`config.mk`:
```
export PLATFORM = sky130hd
export DESIGN_NAME = status_word_gen
export DESIGN_NICKNAME = d
export VERILOG_FILES = /design/src/rtl/status_pkg.sv /design/src/rtl/sw_rise_det.sv /design/src/rtl/sw_mode_dec.sv /design/src/rtl/sw_toggles.sv /design/src/rtl/sw_word_mux.sv /design/src/rtl/status_word_gen.sv
export SDC_FILE = /design/constraint.sdc
export NUM_CORES = 1
export LEC_CHECK = 0
export ABC_AREA = 1
export BUFFER_PORTS_ARGS = -buffer_cell sky130_fd_sc_hd__buf_2
export CAP_MARGIN = 15
export CORE_MARGIN = 1
export CORE_UTILIZATION = 29
export CTS_CLUSTER_DIAMETER = 30
export DETAILED_ROUTE_END_ITERATION = 8
export PLACE_DENSITY = 0.74
export SYNTH_ARGS = -nofsm -noshare
export SYNTH_HDL_FRONTEND = slang
export SYNTH_HIERARCHICAL = 1
export SYNTH_SLANG_ARGS = --single-unit
```
`constraint.sdc`:
```
create_clock -name clk -period 0.9 [get_ports clk]
set_input_delay 0.045 -clock clk [delete_from_list [all_inputs] [get_ports clk]]
set_output_delay 0.045 -clock clk [all_outputs]
set_load 0.02 [all_outputs]
```
`src/rtl/status_pkg.sv`:
```
package status_pkg;
  typedef enum logic [2:0] {
    MD_ARRAY = 3'd0,
    MD_PROG  = 3'd1,
    MD_WIN   = 3'd2,
    MD_ERASE = 3'd3,
    MD_SUSP  = 3'd4
  } stat_mode_e;

  localparam int unsigned STAT_W = 8;
  localparam int unsigned N_TOG  = 2;
  localparam int unsigned TOG_B6 = 0;
  localparam int unsigned TOG_B2 = 1;
endpackage

```
`src/rtl/sw_rise_det.sv`:
```
module sw_rise_det (
  input  logic clk,
  input  logic rst_n,
  input  logic stb,
  output logic rise,
  output logic held
);
  logic held_d;

  always_comb begin
    held_d = stb;
    rise   = stb & ~held;
  end

  always_ff @(posedge clk or negedge rst_n) begin
    if (!rst_n) held <= 1'b0;
    else        held <= held_d;
  end
endmodule

```
`src/rtl/sw_mode_dec.sv`:
```
module sw_mode_dec
  import status_pkg::*;
(
  input  logic       op_erase,
  input  logic       busy,
  input  logic       tmo_fail,
  input  logic       accept_win,
  input  logic       suspended,
  input  logic       sect_hit,
  output stat_mode_e mode,
  output logic [N_TOG-1:0] flip_en
);
  logic active;

  always_comb begin
    active = busy | tmo_fail;
    if (!op_erase && active)              mode = MD_PROG;
    else if (op_erase && accept_win)      mode = MD_WIN;
    else if (op_erase && active)          mode = MD_ERASE;
    else if (suspended && sect_hit)       mode = MD_SUSP;
    else                                  mode = MD_ARRAY;

    flip_en          = '0;
    flip_en[TOG_B6]  = (mode == MD_PROG) || (mode == MD_WIN) || (mode == MD_ERASE);
    flip_en[TOG_B2]  = (mode == MD_WIN) || (mode == MD_ERASE) || (mode == MD_SUSP);
  end
endmodule

```
`src/rtl/sw_toggles.sv`:
```
module sw_toggles
  import status_pkg::*;
(
  input  logic             clk,
  input  logic             rst_n,
  input  logic             rise,
  input  logic [N_TOG-1:0] flip_en,
  output logic [N_TOG-1:0] tog
);
  for (genvar g = 0; g < N_TOG; g++) begin : g_tog
    logic ce;
    logic nxt;

    always_comb begin
      ce  = rise & flip_en[g];
      nxt = ~tog[g];
    end

    always_ff @(posedge clk or negedge rst_n) begin
      if (!rst_n)  tog[g] <= 1'b0;
      else if (ce) tog[g] <= nxt;
    end
  end
endmodule

```
`src/rtl/sw_word_mux.sv`:
```
module sw_word_mux
  import status_pkg::*;
(
  input  stat_mode_e        mode,
  input  logic              prog_d7,
  input  logic              tmo_fail,
  input  logic [N_TOG-1:0]  tog,
  input  logic [STAT_W-1:0] array_data,
  output logic [STAT_W-1:0] dout,
  output logic              ready
);
  always_comb begin
    dout  = '0;
    ready = 1'b1;
    unique case (mode)
      MD_PROG: begin
        dout[7] = ~prog_d7;
        dout[6] = tog[TOG_B6];
        dout[5] = tmo_fail;
        ready   = 1'b0;
      end
      MD_WIN: begin
        dout[6] = tog[TOG_B6];
        dout[5] = tmo_fail;
        dout[2] = tog[TOG_B2];
        ready   = 1'b0;
      end
      MD_ERASE: begin
        dout[6] = tog[TOG_B6];
        dout[5] = tmo_fail;
        dout[3] = 1'b1;
        dout[2] = tog[TOG_B2];
        ready   = 1'b0;
      end
      MD_SUSP: begin
        dout[7] = 1'b1;
        dout[6] = tog[TOG_B6];
        dout[2] = tog[TOG_B2];
      end
      default: dout = array_data;
    endcase
  end
endmodule

```
`src/rtl/status_word_gen.sv`:
```
module status_word_gen
  import status_pkg::*;
#(
  parameter int unsigned ADDR_W = 18,
  parameter int unsigned SECT_W = 3
) (
  input  logic              clk,
  input  logic              rst_n,
  input  logic              op_erase,
  input  logic              busy,
  input  logic              tmo_fail,
  input  logic              accept_win,
  input  logic              suspended,
  input  logic [SECT_W-1:0] susp_sect,
  input  logic [ADDR_W-1:0] rd_addr,
  input  logic              prog_d7,
  input  logic              rd_stb,
  input  logic [7:0]        array_data,
  output logic [7:0]        dout,
  output logic              ready
);
  localparam int unsigned SECT_LSB = ADDR_W - SECT_W;

  logic             rise;
  logic             stb_held;
  logic             sect_hit;
  stat_mode_e       mode;
  logic [N_TOG-1:0] flip_en;
  logic [N_TOG-1:0] tog;

  assign sect_hit = (rd_addr[ADDR_W-1:SECT_LSB] == susp_sect);

  sw_rise_det u_rise (
    .clk  (clk),
    .rst_n(rst_n),
    .stb  (rd_stb),
    .rise (rise),
    .held (stb_held)
  );

  sw_mode_dec u_dec (
    .op_erase  (op_erase),
    .busy      (busy),
    .tmo_fail  (tmo_fail),
    .accept_win(accept_win),
    .suspended (suspended),
    .sect_hit  (sect_hit),
    .mode      (mode),
    .flip_en   (flip_en)
  );

  sw_toggles u_tog (
    .clk    (clk),
    .rst_n  (rst_n),
    .rise   (rise),
    .flip_en(flip_en),
    .tog    (tog)
  );

  sw_word_mux u_mux (
    .mode      (mode),
    .prog_d7   (prog_d7),
    .tmo_fail  (tmo_fail),
    .tog       (tog),
    .array_data(array_data),
    .dout      (dout),
    .ready     (ready)
  );
endmodule

```
Word-level counts from Yosys, hierarchy flattened
Cells that the tools add are included.
Storage, ports and cells
  word-level logic and storage cells: 42
  input bits: 38
  output and inout port bits: 9
  bits in registers: 3
Cells by class
  muxes and demuxes: 12
  eq/ne operators: 5
  bitwise operators: 8
  reductions and logical operators: 14
Operators by type and width (number)
  $mux 3: 4
  $reduce_or 3->1: 3
  $eq 3x2->1 const B: 2
  $pmux 1 s2: 3
  $logic_and 1x1->1: 4
  $logic_or 1x1->1: 4
  $not 1->1: 4
  $reduce_or 4->1: 1
  $and 1x1->1: 3
  $eq 3x1->1 const B: 1
  $eq 3x3->1: 1
  $eq 3x3->1 const B: 1
  $mux 1: 3
  $pmux 1 s3: 1
  $mux 2: 1
  $reduce_or 2->1: 1
  $logic_not 1->1: 1
  $or 1x1->1: 1

Depth between registers and ports, before layout
  word-level depth: 10
  gate-level depth with buffers: 15
  gate-level depth less buffers: 15

Modules after synthesis
Netlist, hierarchy kept.
By module, submodules not included
  sw_word_mux: times used 1, cells an instance 34, seq. area each 0.0 sq um, area each 175.2 sq um
  sw_toggles: times used 1, cells an instance 12, seq. area each 50.0 sq um, area each 90.1 sq um
  status_word_gen: times used 1, cells an instance 13, seq. area each 0.0 sq um, area each 56.3 sq um
  sw_mode_dec: times used 1, cells an instance 11, seq. area each 0.0 sq um, area each 53.8 sq um
  sw_rise_det: times used 1, cells an instance 3, seq. area each 25.0 sq um, area each 35.0 sq um

Least setup slack after synthesis
No wires, ideal clock.
  path kind: input to output
  start point: input port susp_sect[2]
  end point: output port dout[0]
  data required time: 0.855 ns
  slack: -0.228 ns
  stages on the path: 10
  arrival: 1.083 ns
  path buffers: 0
  cells stage by stage: xor2_1 > nor2_2 > nand2_1 > inv_1 > nand3_1 > inv_1 > inv_2 > o21ai_4 > nand2_4 > nor2_2
Between the ends
  word-level cells in the longest chain between the ends: 9
  elaborated cells on any way between the ends: 12
  classes of those cells: eq/ne: 5; mux: 5; reduce/logical: 2
Ends and longest elaborated chain
  from (decl): line status_word_gen.sv:14  | input logic [SECT_W-1:0] susp_sect,
  $eq 3x3->1 (*): line status_word_gen.sv:31  | assign sect_hit = (rd_addr[ADDR_W-1:SECT_LSB] == susp_sect);
  via sect_hit: line status_word_gen.sv:26  | logic sect_hit;
  $logic_and 1x1->1 (*): line sw_mode_dec.sv:20  | else if (suspended && sect_hit) mode = MD_SUSP;
  $mux 3 (*): line sw_mode_dec.sv:20
  $mux 3 (*): line sw_mode_dec.sv:19  | else if (op_erase && active) mode = MD_ERASE;
  $mux 3 (*): line sw_mode_dec.sv:18  | else if (op_erase && accept_win) mode = MD_WIN;
  $mux 3 (*): line sw_mode_dec.sv:17  | if (!op_erase && active) mode = MD_PROG;
  via mode[2]: line status_word_gen.sv:27  | stat_mode_e mode;
  $eq 3x3->1, or another cell as far along: line sw_word_mux.sv:15  | unique case (mode)
  $reduce_or 4->1 (no source line) (*)
  $mux 2 (*): line sw_word_mux.sv:15
  to (decl): line status_word_gen.sv:19  | output logic [7:0] dout,
The timed path passes the listed nets; every way through them passes the cells marked *.

Final worst setup path
  start point: input port susp_sect[2]
  end point: output port dout[6]
Between the ends
  word-level cells in the longest chain between the ends: 9
  elaborated cells on any way between the ends: 12
  classes of those cells: eq/ne: 5; mux: 5; reduce/logical: 2
Ends and longest elaborated chain (line)
  $eq 3x3->1 (*): status_word_gen.sv:31
  via sect_hit: status_word_gen.sv:26
  $logic_and 1x1->1 (*): sw_mode_dec.sv:20
  $mux 3 (*): sw_mode_dec.sv:20
  $mux 3 (*): sw_mode_dec.sv:19
  $mux 3 (*): sw_mode_dec.sv:18
  $mux 3 (*): sw_mode_dec.sv:17
  via mode[2]: status_word_gen.sv:27
  $eq 3x3->1, or another cell as far along: sw_word_mux.sv:15
  $reduce_or 4->1 (no source line) (*)
  $mux 1 (*): sw_word_mux.sv:15
Marks and branches as above.

==> run_results.csv <==
group,metric,value,unit
clock_network,insertion_delay,0.24,ns
sta,hold_violations,0,
floorplan,core_area,1301,um^2
detailed_routing,totalWireLength,1122,um
cells_and_area,antenna_cells,0,
clock_network,clkTransAtPathRegs,0.04,ns
place,place.gp.congestion,0.6886,
cells_and_area,final_area,810.8,um^2
detailed_routing,drc,0,
power,netSwitchingFraction,37.63,%
detailed_routing,wire_per_inst,8.373,um
sta,tightest_slew,0.2509,ns
setup_path,critPathKind,"in2out",
flow_run,cap_violations,0,
power,power_frac_clock,27.8,%
detailed_routing,vias_per_cell,4.299,
power,power.net_switching,325.4,uW
detailed_routing,drt_first_pass_iters,4,
logic_synthesis,synth_top_area_share,27.44,%
sta,relSlewSlack,83.21,%
grt,grt_max_degree,8,
detailed_routing,drtIter0Drc,8,
logic_synthesis,synth_seq_cells,3,
sta,setup_viol,9,
floorplan,start_util,31.54,%
setup_path,path_max_fanout,7,
floorplan,die_y,39.62,um
place,dp_hpwl,881.5,um
power,p_leak,0.4938,nW
place,postPlaceCellArea,684.4,um^2
grt,grt_pass1_vias,491,
logic_synthesis,syn_nets,111,
power,power_frac_comb,50.7,%
sta,worst_slack,-0.3528,ns
logic_synthesis,synth_compound_area_share,5.183,%
sta,slew_viol_final,0,
grt,overflow,0,
detailed_routing,vias,576,
sta,finalCriticalPeriod,1.253,ns
sta,fin_crit_sh,139.2,%
clock_network,clockBufferDepth,2,
power,powerDensity,1067,nW/um^2
min_path,hp-class,"in2async",
logic_synthesis,avgSynthCellArea,5.622,um^2
logic_synthesis,postSynthCellCount,73,
run_status,violations,"setup timing",
logic_synthesis,synthTopCellsByArea,"nand2_1 27%, dfrtp_1 18%, inv_1 15%",
grt,grt_pass1_wl,1807,um
cells_and_area,syn2layout_area_growth,97.56,%
setup_path,crit_arrival,1.21,ns
floorplan,row_count,13,
setup_path,critPathCaptureType,"output pin",
clock_network,cts_buffers,3,
logic_synthesis,synth.distinct_cells,12,
run_status,status,"finished with violations",
logic_synthesis,synth-seq-area-share,18.29,%
place,portBuffers,31,
cells_and_area,fillers,121,
grt,antenna_found_initial,0,
detailed_routing,drtAntennaViolNets,0,
setup_path,worstRegToRegCells,4,
logic_synthesis,synth.cell_area,410.4,um^2
sta,clock.fmax,798.2,MHz
logic_synthesis,synth_area_leader_cell,"nand2_1",
clock_network,clock-root-buffer,"clkbuf_4",
floorplan,ios,47,
clock_network,clock_sinks,3,
floorplan,die-width,39.62,um
setup_path,crit_required,0.85,ns
cells_and_area,drive_gt1_share,57.98,%
logic_synthesis,ys_warn_count,6,
logic_synthesis,synth-simple-area-share,58.84,%
logic_synthesis,synthAdderAreaFrac,0,%
sta,rsz0062_at_grt,"yes",
logic_synthesis,synth_top_family_by_area,"simple AND/OR/NAND/NOR gates",
cells_and_area,fin_util,62.31,%
power,vdd_drop_max,0.0006158,V
clock_network,h-tree-depth,1,
logic_synthesis,synthMuxAreaShare,0,%
cells_and_area,layout.nets,158,
clock_network,tritoncts,"done",
logic_synthesis,synth_xor_area_share,2.134,%
floorplan,die-area,1570,um^2
sta,worst_clock_skew,0.001917,ns
setup_path,startpoint_type,"input port",
grt,grt_use_total,17.69,%
power,seq_power_share,21.5,%
power,p_int,539.3,uW
## worst paths after layout
path                         startpoint            to  slack (ns)
min in group clk                 rd_stb  u_tog/tog[1]        0.18
max in group asynchronous         rst_n  u_tog/tog[0]        0.66
max                        susp_sect[2]       dout[6]       -0.35
min reg2reg                u_tog/tog[1]  u_tog/tog[1]        0.50
min                               rst_n  u_tog/tog[1]        0.13
max reg2reg                 u_rise/held  u_tog/tog[0]        0.07
## power groups by stage
stage / Sequential (mW) / Combinational (mW) / Clock [mW]
6_report: 0.185 / 0.438 / 0.241
5_1_grt: 0.190 / 0.487 / 0.264
4_1_cts: 0.186 / 0.438 / 0.245
2_1_floorplan: 0.179 / 0.235 / 0
3_5_place_dp: 0.184 / 0.378 / 0
3_3_place_gp: 0.184 / 0.366 / 0
## Yosys cell counts
cell type  instances
nand2_1           30
inv_1             16
nand3_1            9
nor2_2             6
dfrtp_1            3
nand2_2            2
nand2_4            2
a21oi_1            1
inv_2              1
nor2_4             1
o21ai_4            1
xor2_1             1
## sequential cells by signal, summed over array words and instances, names as in the netlist
name,count
u_tog/tog,2
u_rise/held,1
## critical path: stages
cell and delay, ns:
buf_2 0.11, xor2_1 0.14, nor2_2 0.09, nand2_1 0.05, inv_1 0.05, nand3_2 0.07, inv_2 0.11, inv_4 0.05
o21ai_4 0.10, nand2_4 0.14, nand2_4 0.08, nand2_4 0.04, buf_6 0.12
## layer usage
metal	track usage, %	vias up	part of all wire [%]
met3	3.977	2	5.4
li1	-	307	-
met4	10.34	0	1.4
met1	18.15	245	39
met5	0	-	0
met2	31.97	22	54
## layout by cell type, fill, tap and decap left out
cell type      instances
dlygate4sd3_1          2
nand2_4                4
dfrtp_1                3
buf_4                  9
o21ai_4                1
nand3_1                7
inv_2                  6
clkbuf_4               3
nand3_2                2
nand2_1               25
nor2_2                 3
inv_4                  1
nor2_4                 4
clkbuf_1               1
inv_1                 10
xor2_1                 1
nand2_2                5
buf_6                 10
a21oi_1                1
buf_2                 21
## cell type report
| cell class | count | area [um^2] | share of cell area (%) |
|---|---|---|---|
| multi-input cells | 53 | 319.1 | 39.35 |
| inverters | 17 | 66.31 | 8.179 |
| flip-flops and latches | 3 | 75.07 | 9.259 |
| clock buffers | 4 | 26.28 | 3.241 |
| well taps | 15 | 18.77 | 2.315 |
| repair buffers | 42 | 305.3 | 37.65 |
## kinds of logic after synthesis
family,Yosys count
AND/OR/NAND/NOR,50
XOR/XNOR,1
AO/OA/AOI/OAI,2
buffers and inverters,17
flip-flops,3
## through the flow
stage               hold slack [ns]  setup slack, ns  instances  setup TNS (ns)  total power, mW
floorplan                   -0.2506          -0.1664         73          -1.141           0.4145
global placement            -0.1593          -0.3780        127          -2.973           0.5502
detailed placement          -0.1562          -0.4124        127          -3.338           0.5623
CTS                          0.1302          -0.3640        134          -2.843           0.8692
global route                 0.1257          -0.4942        134          -4.179           0.9418
finish                       0.1341          -0.3528        134          -2.811           0.8647
## timing repair
action / 4_1_cts / 5_1_grt
setup buffers: 1 / 0
cloned: 0 / 0
endpoints found under the setup margin: 9 / 10
resized for setup: 18 / 4
endpoints found under the hold margin: 4 / 0
pin swaps: 5 / 6
hold buffers: 2 / 0
Note: power is estimated with default switching activity, not from simulation.
